===== src/rtl/oacc_pkg.sv =====
package oacc_pkg;

    localparam int FP_W    = 32;
    localparam int SIG_W   = 27;   // hidden bit, 23 fraction bits, guard, round, sticky
    localparam int EXP_SW  = 12;   // signed working exponent
    localparam int NFLAG   = 6;

    localparam int FL_NX   = 0;
    localparam int FL_UF   = 1;
    localparam int FL_OF   = 2;
    localparam int FL_ISI  = 3;
    localparam int FL_IMZ  = 4;
    localparam int FL_SNAN = 5;

    localparam logic [FP_W-1:0] QNAN_DEFAULT = 32'h7FC0_0000;

    typedef enum logic [1:0] {ST_IDLE, ST_RUN, ST_DONE} seq_state_e;

    typedef struct packed {
        logic [NFLAG-1:0] fl;
        logic [FP_W-1:0]  val;
    } fp_res_t;

    // Round a normalised significand (leading one at bit 26) to nearest-even,
    // then range-check the rounded exponent.
    function automatic fp_res_t round_pack(input logic sgn,
                                           input logic signed [EXP_SW-1:0] e_in,
                                           input logic [SIG_W-1:0] sig);
        fp_res_t r;
        logic [24:0] m;
        logic signed [EXP_SW-1:0] e;
        logic grd, stk;
        grd = sig[2];
        stk = sig[1] | sig[0];
        m   = {1'b0, sig[26:3]} + {24'b0, grd & (stk | sig[3])};
        e   = e_in;
        if (m[24]) begin
            m = m >> 1;
            e = e + 12'sd1;
        end
        r.fl        = '0;
        r.fl[FL_NX] = grd | stk;
        if (e >= 12'sd255) begin
            r.val       = {sgn, 8'hFF, 23'b0};
            r.fl[FL_OF] = 1'b1;
            r.fl[FL_NX] = 1'b1;
        end else if (e <= 12'sd0) begin
            r.val       = {sgn, 31'b0};
            r.fl[FL_UF] = 1'b1;
            r.fl[FL_NX] = 1'b1;
        end else begin
            r.val = {sgn, e[7:0], m[22:0]};
        end
        return r;
    endfunction

endpackage


===== src/rtl/oacc_mul.sv =====
module oacc_mul
    import oacc_pkg::*;
(
    input  logic [FP_W-1:0] a,
    input  logic [FP_W-1:0] b,
    output fp_res_t         res
);
    logic a_nan, b_nan, a_snan, b_snan, a_inf, b_inf, a_zero, b_zero, sgn;
    logic [47:0] prod;
    logic [SIG_W-1:0] sig;
    logic signed [EXP_SW-1:0] e;

    always_comb begin
        a_nan  = (a[30:23] == 8'hFF) && (a[22:0] != '0);
        b_nan  = (b[30:23] == 8'hFF) && (b[22:0] != '0);
        a_snan = a_nan && !a[22];
        b_snan = b_nan && !b[22];
        a_inf  = (a[30:23] == 8'hFF) && (a[22:0] == '0);
        b_inf  = (b[30:23] == 8'hFF) && (b[22:0] == '0);
        a_zero = (a[30:23] == 8'h00);
        b_zero = (b[30:23] == 8'h00);
        sgn    = a[31] ^ b[31];

        prod = {1'b1, a[22:0]} * {1'b1, b[22:0]};
        e    = $signed({4'b0, a[30:23]}) + $signed({4'b0, b[30:23]}) - 12'sd127
             + $signed({11'b0, prod[47]});
        sig  = prod[47] ? {prod[47:22], |prod[21:0]} : {prod[46:21], |prod[20:0]};

        res = round_pack(sgn, e, sig);
        if (a_snan || b_snan) begin
            res.fl = '0;  res.fl[FL_SNAN] = 1'b1;  res.val = QNAN_DEFAULT;
        end else if (a_nan) begin
            res.fl = '0;  res.val = a;
        end else if (b_nan) begin
            res.fl = '0;  res.val = b;
        end else if ((a_inf && b_zero) || (a_zero && b_inf)) begin
            res.fl = '0;  res.fl[FL_IMZ] = 1'b1;  res.val = QNAN_DEFAULT;
        end else if (a_inf || b_inf) begin
            res.fl = '0;  res.val = {sgn, 8'hFF, 23'b0};
        end else if (a_zero || b_zero) begin
            res.fl = '0;  res.val = {sgn, 31'b0};
        end
    end
endmodule


===== src/rtl/oacc_add.sv =====
module oacc_add
    import oacc_pkg::*;
(
    input  logic [FP_W-1:0] x,
    input  logic [FP_W-1:0] y,
    output fp_res_t         res
);
    logic x_nan, y_nan, x_snan, y_snan, x_inf, y_inf, x_zero, y_zero, swap, sub;
    logic [FP_W-1:0] bg, sm;
    logic [7:0] dexp;
    logic [SIG_W-1:0] bsig, ssig, salign, diff, nsig;
    logic [SIG_W:0] sum;
    logic signed [EXP_SW-1:0] e;
    int lead;

    always_comb begin
        x_nan  = (x[30:23] == 8'hFF) && (x[22:0] != '0);
        y_nan  = (y[30:23] == 8'hFF) && (y[22:0] != '0);
        x_snan = x_nan && !x[22];
        y_snan = y_nan && !y[22];
        x_inf  = (x[30:23] == 8'hFF) && (x[22:0] == '0);
        y_inf  = (y[30:23] == 8'hFF) && (y[22:0] == '0);
        x_zero = (x[30:23] == 8'h00);
        y_zero = (y[30:23] == 8'h00);

        swap = y[30:0] > x[30:0];
        bg   = swap ? y : x;
        sm   = swap ? x : y;
        dexp = bg[30:23] - sm[30:23];
        bsig = {1'b1, bg[22:0], 3'b0};
        ssig = {1'b1, sm[22:0], 3'b0};
        if (dexp >= 8'd27) begin
            salign = 27'd1;
        end else begin
            salign    = ssig >> dexp;
            salign[0] = salign[0] | (|(ssig & ((27'd1 << dexp) - 27'd1)));
        end
        sub  = bg[31] ^ sm[31];
        sum  = {1'b0, bsig} + {1'b0, salign};
        diff = bsig - salign;
        lead = 0;
        for (int k = 0; k < SIG_W; k++) begin
            if (diff[k]) lead = k;
        end

        e    = $signed({4'b0, bg[30:23]});
        nsig = sum[SIG_W-1:0];
        if (sub) begin
            nsig = diff << (26 - lead);
            e    = e - 12'(26 - lead);
        end else if (sum[SIG_W]) begin
            nsig = {sum[27:2], |sum[1:0]};
            e    = e + 12'sd1;
        end

        res = round_pack(bg[31], e, nsig);
        if (x_snan || y_snan) begin
            res.fl = '0;  res.fl[FL_SNAN] = 1'b1;  res.val = QNAN_DEFAULT;
        end else if (x_nan) begin
            res.fl = '0;  res.val = x;
        end else if (y_nan) begin
            res.fl = '0;  res.val = y;
        end else if (x_inf && y_inf && (x[31] != y[31])) begin
            res.fl = '0;  res.fl[FL_ISI] = 1'b1;  res.val = QNAN_DEFAULT;
        end else if (x_inf) begin
            res.fl = '0;  res.val = x;
        end else if (y_inf) begin
            res.fl = '0;  res.val = y;
        end else if (x_zero && y_zero) begin
            res.fl = '0;  res.val = {x[31] & y[31], 31'b0};
        end else if (x_zero) begin
            res.fl = '0;  res.val = y;
        end else if (y_zero) begin
            res.fl = '0;  res.val = x;
        end else if (sub && (diff == '0)) begin
            res.fl = '0;  res.val = '0;
        end
    end
endmodule


===== src/rtl/outer_acc_fp32.sv =====
module outer_acc_fp32
    import oacc_pkg::*;
#(
    parameter int DIM = 4
)(
    input  logic                    clk,
    input  logic                    rst_n,
    input  logic                    start,
    input  logic [DIM-1:0]          row_mask,
    input  logic [DIM-1:0]          col_mask,
    input  logic [DIM*FP_W-1:0]     vec_a,
    input  logic [DIM*FP_W-1:0]     vec_b,
    input  logic [DIM*DIM*FP_W-1:0] tile_in,
    input  logic                    flag_clr,
    output logic                    busy,
    output logic                    done,
    output logic [DIM*DIM*FP_W-1:0] tile_out,
    output logic [NFLAG-1:0]        flags
);
    localparam int CELLS  = DIM * DIM;
    localparam int IDX_W  = $clog2(CELLS);
    localparam int VEC_W  = DIM * FP_W;
    localparam int TILE_W = CELLS * FP_W;

    seq_state_e state_q, state_d;
    logic [VEC_W-1:0]  a_q, b_q;
    logic [TILE_W-1:0] tile_q;
    logic [CELLS-1:0]  pend_q, grid_en, pick_oh, pend_rest;
    logic [NFLAG-1:0]  flags_q;
    logic [IDX_W-1:0]  pick_idx;
    logic              found;
    logic [FP_W-1:0]   a_el, b_el, acc_el, neg_prod;
    fp_res_t           prod_r, sum_r;

    // Enable grid: outer product of the two masks.
    for (genvar gi = 0; gi < DIM; gi++) begin : g_row
        for (genvar gj = 0; gj < DIM; gj++) begin : g_col
            assign grid_en[gi*DIM+gj] = row_mask[gi] & col_mask[gj];
        end
    end

    // Lowest pending cell is the next one in row-major order.
    always_comb begin
        pick_idx = '0;
        found    = 1'b0;
        for (int k = 0; k < CELLS; k++) begin
            if (pend_q[k] && !found) begin
                pick_idx = IDX_W'(k);
                found    = 1'b1;
            end
        end
        pick_oh   = CELLS'(1) << pick_idx;
        pend_rest = pend_q & ~pick_oh;
        a_el      = a_q[(int'(pick_idx) / DIM) * FP_W +: FP_W];
        b_el      = b_q[(int'(pick_idx) % DIM) * FP_W +: FP_W];
        acc_el    = tile_q[int'(pick_idx) * FP_W +: FP_W];
    end

    oacc_mul u_mul (.a(a_el), .b(b_el), .res(prod_r));

    // Negate the product; a NaN passes through untouched.
    assign neg_prod = ((prod_r.val[30:23] == 8'hFF) && (prod_r.val[22:0] != '0))
                    ? prod_r.val : {~prod_r.val[31], prod_r.val[30:0]};

    oacc_add u_add (.x(acc_el), .y(neg_prod), .res(sum_r));

    // State register
    always_ff @(posedge clk or negedge rst_n) begin
        if (!rst_n) state_q <= ST_IDLE;
        else        state_q <= state_d;
    end

    always_comb begin
        state_d = state_q;
        unique case (state_q)
            ST_IDLE: if (start) state_d = (|grid_en) ? ST_RUN : ST_DONE;
            ST_RUN:  if (pend_rest == '0) state_d = ST_DONE;
            ST_DONE: state_d = ST_IDLE;
            default: state_d = ST_IDLE;
        endcase
    end

    // Operand, tile and flag registers
    always_ff @(posedge clk or negedge rst_n) begin
        if (!rst_n) begin
            a_q     <= '0;
            b_q     <= '0;
            tile_q  <= '0;
            pend_q  <= '0;
            flags_q <= '0;
        end else begin
            flags_q <= (flag_clr ? '0 : flags_q)
                     | ((state_q == ST_RUN) ? (prod_r.fl | sum_r.fl) : '0);
            unique case (state_q)
                ST_IDLE: if (start) begin
                    a_q    <= vec_a;
                    b_q    <= vec_b;
                    tile_q <= tile_in;
                    pend_q <= grid_en;
                end
                ST_RUN: begin
                    tile_q[int'(pick_idx) * FP_W +: FP_W] <= sum_r.val;
                    pend_q <= pend_rest;
                end
                default: ;
            endcase
        end
    end

    // Outputs
    always_comb begin
        busy     = (state_q != ST_IDLE);
        done     = (state_q == ST_DONE);
        tile_out = tile_q;
        flags    = flags_q;
    end
endmodule


===== config.mk =====
export PLATFORM = sky130hd
export DESIGN_NAME = outer_acc_fp32
export DESIGN_NICKNAME = d
export VERILOG_FILES = /design/src/rtl/oacc_pkg.sv /design/src/rtl/oacc_mul.sv /design/src/rtl/oacc_add.sv /design/src/rtl/outer_acc_fp32.sv
export SDC_FILE = /design/constraint.sdc
export NUM_CORES = 2
export LEC_CHECK = 0
export BUFFER_PORTS_ARGS = -buffer_cell sky130_fd_sc_hd__buf_2
export CAP_MARGIN = 5
export CORE_AREA = 2 2 505 507
export CTS_BUF_LIST = sky130_fd_sc_hd__clkbuf_8
export CTS_CLUSTER_DIAMETER = 60
export DETAILED_ROUTE_END_ITERATION = 8
export DIE_AREA = 0 0 507 509
export PLACE_DENSITY_LB_ADDON = 0.08
export SYNTH_ARGS = -nofsm -noshare
export SYNTH_HDL_FRONTEND = slang
export SYNTH_HIERARCHICAL = 1
export SYNTH_SLANG_ARGS = --single-unit

===== constraint.sdc =====
create_clock -name clk -period 26.9 [get_ports clk]
set_clock_uncertainty 0.1 [all_clocks]
set_input_delay 1.345 -clock clk [delete_from_list [all_inputs] [get_ports clk]]
set_output_delay 1.345 -clock clk [all_outputs]
set_load 0.01 [all_outputs]

After elaboration in Yosys (flattened, before gate mapping)
Index checks and enable logic that the tools add are counted.
{"block": "totals", "elab_cells": 271, "in_bits": 780, "reg_bits": 792}
{"block": "op_classes", "order_cmp": 6, "multipliers": 1, "mux": 106, "n_bitwise": 34, "addsub": 15, "n_reduce_logical": 84, "eq_ne": 10, "shifts": 9}
{"cell": "$pmux W512 S2", "count": 1}
{"cell": "$bwmux W512", "count": 1}
{"cell": "$mux W512", "count": 1}
{"cell": "$shift A32 B33 Y512 const A", "count": 1}
{"cell": "$shiftx A32 B33 Y512", "count": 1}
{"cell": "$shiftx A512 B10 Y32", "count": 1}
{"cell": "$mux W38", "count": 13}
{"cell": "$shiftx A128 B8 Y32", "count": 2}
{"cell": "$reduce_bool A23 Y1", "count": 5}
{"cell": "$mux W27", "count": 4}
{"cell": "$mux W35", "count": 3}
{"cell": "$mux W32", "count": 3}
{"cell": "$logic_not A23 Y1", "count": 4}
{"cell": "$mux W4", "count": 21}
{"cell": "$mux W33", "count": 2}
{"cell": "$mux W31", "count": 2}
{"cell": "$mux W5", "count": 11}
{"cell": "$add A24 B1 Y25", "count": 2}
{"cell": "$mul A24 B24 Y48", "count": 1}
{"cell": "$mux W12", "count": 4}
{"cell": "$mux W23", "count": 2}
{"cell": "$eq A8 B8 Y1 const B", "count": 5}
{"cell": "$logic_and A1 B1 Y1", "count": 34}
{"cell": "$neg A9 Y33", "count": 1}
{"cell": "other kinds (51)", "count": 140}

Longest topological paths before layout
{"block": "logic_depth", "depth_word": 127, "ltp_mapped": 130, "mapped_depth_nobuf": 113}

Cells and area by module
The synthesis kept the hierarchy.
{"mod": "outer_acc_fp32", "n_inst": 1, "area_each_um2": 39256.4, "seq_area_each_um2": 19819.0, "cells_per_inst": 4902}
{"mod": "oacc_mul", "n_inst": 1, "area_each_um2": 22253.8, "seq_area_each_um2": 0.0, "cells_per_inst": 2717}
{"mod": "oacc_add", "n_inst": 1, "area_each_um2": 13733.2, "seq_area_each_um2": 0.0, "cells_per_inst": 2191}

Worst setup path before layout
Ideal clock, no wire load.
{"block": "synth_timing", "kind": "register to register", "start": "register pend_q[0]", "end": "register tile_q[402], in the netlist tile_out[402]", "synth_period_minus_slack_ns": 25.915, "n_path_buf": 18, "arrival_ns": 25.737, "setup_time_ns": 0.077, "path_stages_with_launch": 118, "slack_ns": 0.985, "path_cell_list": "dfrtp_1 > or4_1 > clkbuf_1 > o211ai_4 > buf_2 > buf_2 > buf_2 > clkbuf_1 > nand2_1 > a31oi_1 > clkbuf_1 > clkbuf_1 > nand2_1 > fa_1 > inv_1 > fa_1 > inv_1 > fa_1 > (+82 left out) > a311o_1 > a21oi_1 > a31o_2 > ha_1 > o21ai_1 > nor3_2 > nand4_2 > nor4_4 > nor3_1 > o211a_2 > a211oi_4 > o21ai_1 > a211oi_1 > buf_1 > and2_1 > clkbuf_1 > a21oi_1 > a21oi_1"}
{"item": "start: declaration", "line_no": "outer_acc_fp32.sv:28", "rtl": "logic [CELLS-1:0] pend_q, grid_en, pick_oh, pend_rest;"}
{"item": "start signal: assignment", "line_no": "outer_acc_fp32.sv:99", "rtl": "pend_q <= grid_en;"}
{"item": "start signal: assignment", "line_no": "outer_acc_fp32.sv:103", "rtl": "pend_q <= pend_rest;"}
{"item": "end signal: assignment", "line_no": "outer_acc_fp32.sv:98", "rtl": "tile_q <= tile_in;"}
{"item": "end signal: indexed assignment", "line_no": "outer_acc_fp32.sv:102", "rtl": "tile_q[int'(pick_idx) * FP_W +: FP_W] <= sum_r.val;"}
{"item": "end: declaration", "line_no": "outer_acc_fp32.sv:27", "rtl": "logic [TILE_W-1:0] tile_q;"}

==> flow_summary.ini <==
[synthesis]
ys_seq_elements = 792
synth_cell_types = 126
yosysWarnings = 6
yosysSeqAreaShare_pct = 26.34
ys.flop_type = dfrtp_1
synthArstFlopShare_pct = 100.0
synth_edf_count = 0
synth_area_um2 = 75240
syn-mean-instance-area_um2 = 7.670
synth_cells = 9810

[worst_setup_path]
reg2reg_to = tile_out[486]
critPathMaxStageDelay_ns = 0.63
required_ns = 27.66
crit_fanout = 24
startpoint_type = register
crit_arrival_ns = 27.02
cp-end-kind = register
r2r_slack_ns = 0.64
regToRegStartpoint = pend_q[4]
cpMostUsedCell = buf_4
slowest_stage = a21oi_1
rr_worst_depth = 110
crit_type = register to register

[clock_tree]
path_clk_slew_ns = 0.06
clock_path_buffers = 3
htreeDepth = 4
ctsHoldBuffers = 0
numCtsBuffers = 171
cts-root-buf = clkbuf_8
cts_tree = yes
numClockSinks = 792
clk_latency_ns = 1.05

[drt]
wl_per_cell_um = 38.58
routed-via-count = 88813
drtAntennaViolNets = 0
drt-total-wl_um = 581900
drt_iter0_drc = 12070
vias_per_cell = 5.888
drtPass1Iterations = 8
drc = 0

[global_route]
grt_pass1_vias = 82993
grt_max_degree = 154
grt_usage_pct = 43.25
grt_pass1_wl_um = 759600
gr-total-overflow = 0
grt_antenna_before_repair = 269

[timing]
finalSetupViolCount = 0
setup_tns_ns = 0
timing.slew.headroom_pct = 7.478
min_period_ns = 26.26
fmax_mhz = 38.08
hold_violations = 0
final_min_period_over_clock_period_pct = 97.63
worst_pin_slew_ns = 1.388
maxSlewViolCount = 0

[die]
core-area_um2 = 252800
top_level_ports = 1300
fp.dieArea_um2 = 258100
placementRows = 185
die_h_um = 509
start_util_pct = 29.77
die_w_um = 507

[cells_and_area]
layout-drive-gt1-share_pct = 23.44
syn2layout_area_growth_pct = 27.55
final_common_cell = nand2_1
fin_nets = 12982
final_cell_mix = 2,253 x nand2_1, 1,298 x buf_2, 1,011 x a21oi_1

[placed_design]
port_buffers = 1299
place_hpwl_um = 475300
place.gp.congestion = 1.102

[job]
max-cap-violations = 0

[run_status]
status = finished clean

[hold_path]
hp-class = input port to asynchronous set/reset pin
==> cell type report <==
cell class | count | area (µm²)
fill | 26820 | 156800
multi-input combinational | 7537 | 50960
sequential | 792 | 19820
timing repair buffer | 2145 | 13980
tap | 3366 | 4212
inverter | 772 | 2938
clock buffer | 211 | 2904
clock inverter | 98 | 744.5
antenna | 164 | 410.4
==> repair_timing <==
item | CTS | global route
cloned | 0 | 8
resized for setup | 10 | 175
pin swaps | 0 | 29
setup buffers | 0 | 55
setup endpoints to repair | 448 | 499
==> flip-flops by register name, summed over array words and instances (netlist names) <==
name and count:
pend_q 16, state_q 2, b_q 128, a_q 128
tile_out 512, flags 6
==> per-layer routing <==
| layer | global-route usage [%] | share of wire, % | vias to the layer above |
|---|---|---|---|
| met3 | 16.84 | 12 | 1429 |
| met1 | 55.45 | 40 | 44707 |
| met2 | 60.09 | 40 | 5827 |
| met5 | 0 | 0.10 | - |
| met4 | 27.84 | 7.8 | 92 |
| li1 | - | - | 36758 |
==> critical path, delay by kind of cell, from the launching register on <==
kind / cells / cell delay [ns]
DFF: 1 / 0.48
muxes: 1 / 0.08
and+or+nand+nor: 28 / 5.97
adders and majority gates: 16 / 6.53
buffers and inverters: 25 / 3.85
AOI/OAI and AO/OA: 38 / 8.48
xor gates and xnor gates: 2 / 0.62
==> synthesized netlist by cell type, types with 37 or more instances <==
cell	number	area, µm²
o211ai_1	43	322.8
dfrtp_1	792	19820
nor3_1	96	480.5
ha_1	298	3729
a21o_1	52	390.4
and2_1	287	1795
xor2_1	55	481.7
o21ai_0	325	1627
a222oi_1	39	390.4
clkbuf_1	561	2106
nor4_1	66	412.9
buf_1	61	229.0
mux2i_1	120	1201
inv_1	759	2849
a31oi_1	169	1057
o21ai_1	42	210.2
buf_2	74	370.4
nor2_1	685	2571
a21oi_1	1031	5160
nand3_1	168	840.8
a221o_1	41	410.4
nand4_1	62	387.9
xnor2_1	110	963.4
nand2_1	2259	8479
a22oi_1	136	1021
a32oi_1	65	569.3
o22ai_1	41	256.5
and3_1	144	900.9
a211oi_1	70	525.5
fa_1	485	9709
nor2b_1	37	231.5
==> how the worst max path moves through the flow <==
stage	cells after the start	endpoint	slack [ns]	start
finish	110	tile_out[486]	0.64	pend_q[4]
floorplan	117	tile_out[402]	0.99	pend_q[0]
global placement	112	tile_out[171]	-0.45	pend_q[0]
detailed placement	111	tile_out[161]	-0.38	pend_q[0]
global route	117	tile_out[225]	-0.21	pend_q[4]
CTS	114	tile_out[161]	0.02	pend_q[0]
==> per-stage QoR <==
stage / cells / worst slack, ns / cell area (µm²) / utilization [%] / hold WS, ns
floorplan: 9811 / 0.9851 / 75250 / - / 0.3455
global placement: 14549 / -0.4528 / 90350 / 35.74 / 0.3595
detailed placement: 14549 / -0.3773 / 90350 / 35.74 / 0.3617
CTS: 14858 / 0.02021 / 94060 / 37.21 / 0.2678
global route: 14986 / -0.2134 / 95720 / 37.87 / 0.3435
finish: 15085 / 0.6364 / 95970 / 37.97 / 0.2928
==> logic make-up (layout without fill, tap and decap cells) <==
logic type	count (synthesis)	count (layout)	synth area share, %
XOR/XNOR	167	167	1.982
flip-flops	792	792	26.34
AO/OA/AOI/OAI	2423	2423	20.38
adder cells (fa/ha/maj)	784	784	17.87
AND/OR/NAND/NOR	4001	4001	23.46
multiplexers	158	158	2.330
buffers and inverters	1482	3226	7.626
other	3	168	0.01496
Power is not shown: default switching activity piles up to over one toggle a cycle in this logic, so the estimate is an artifact.
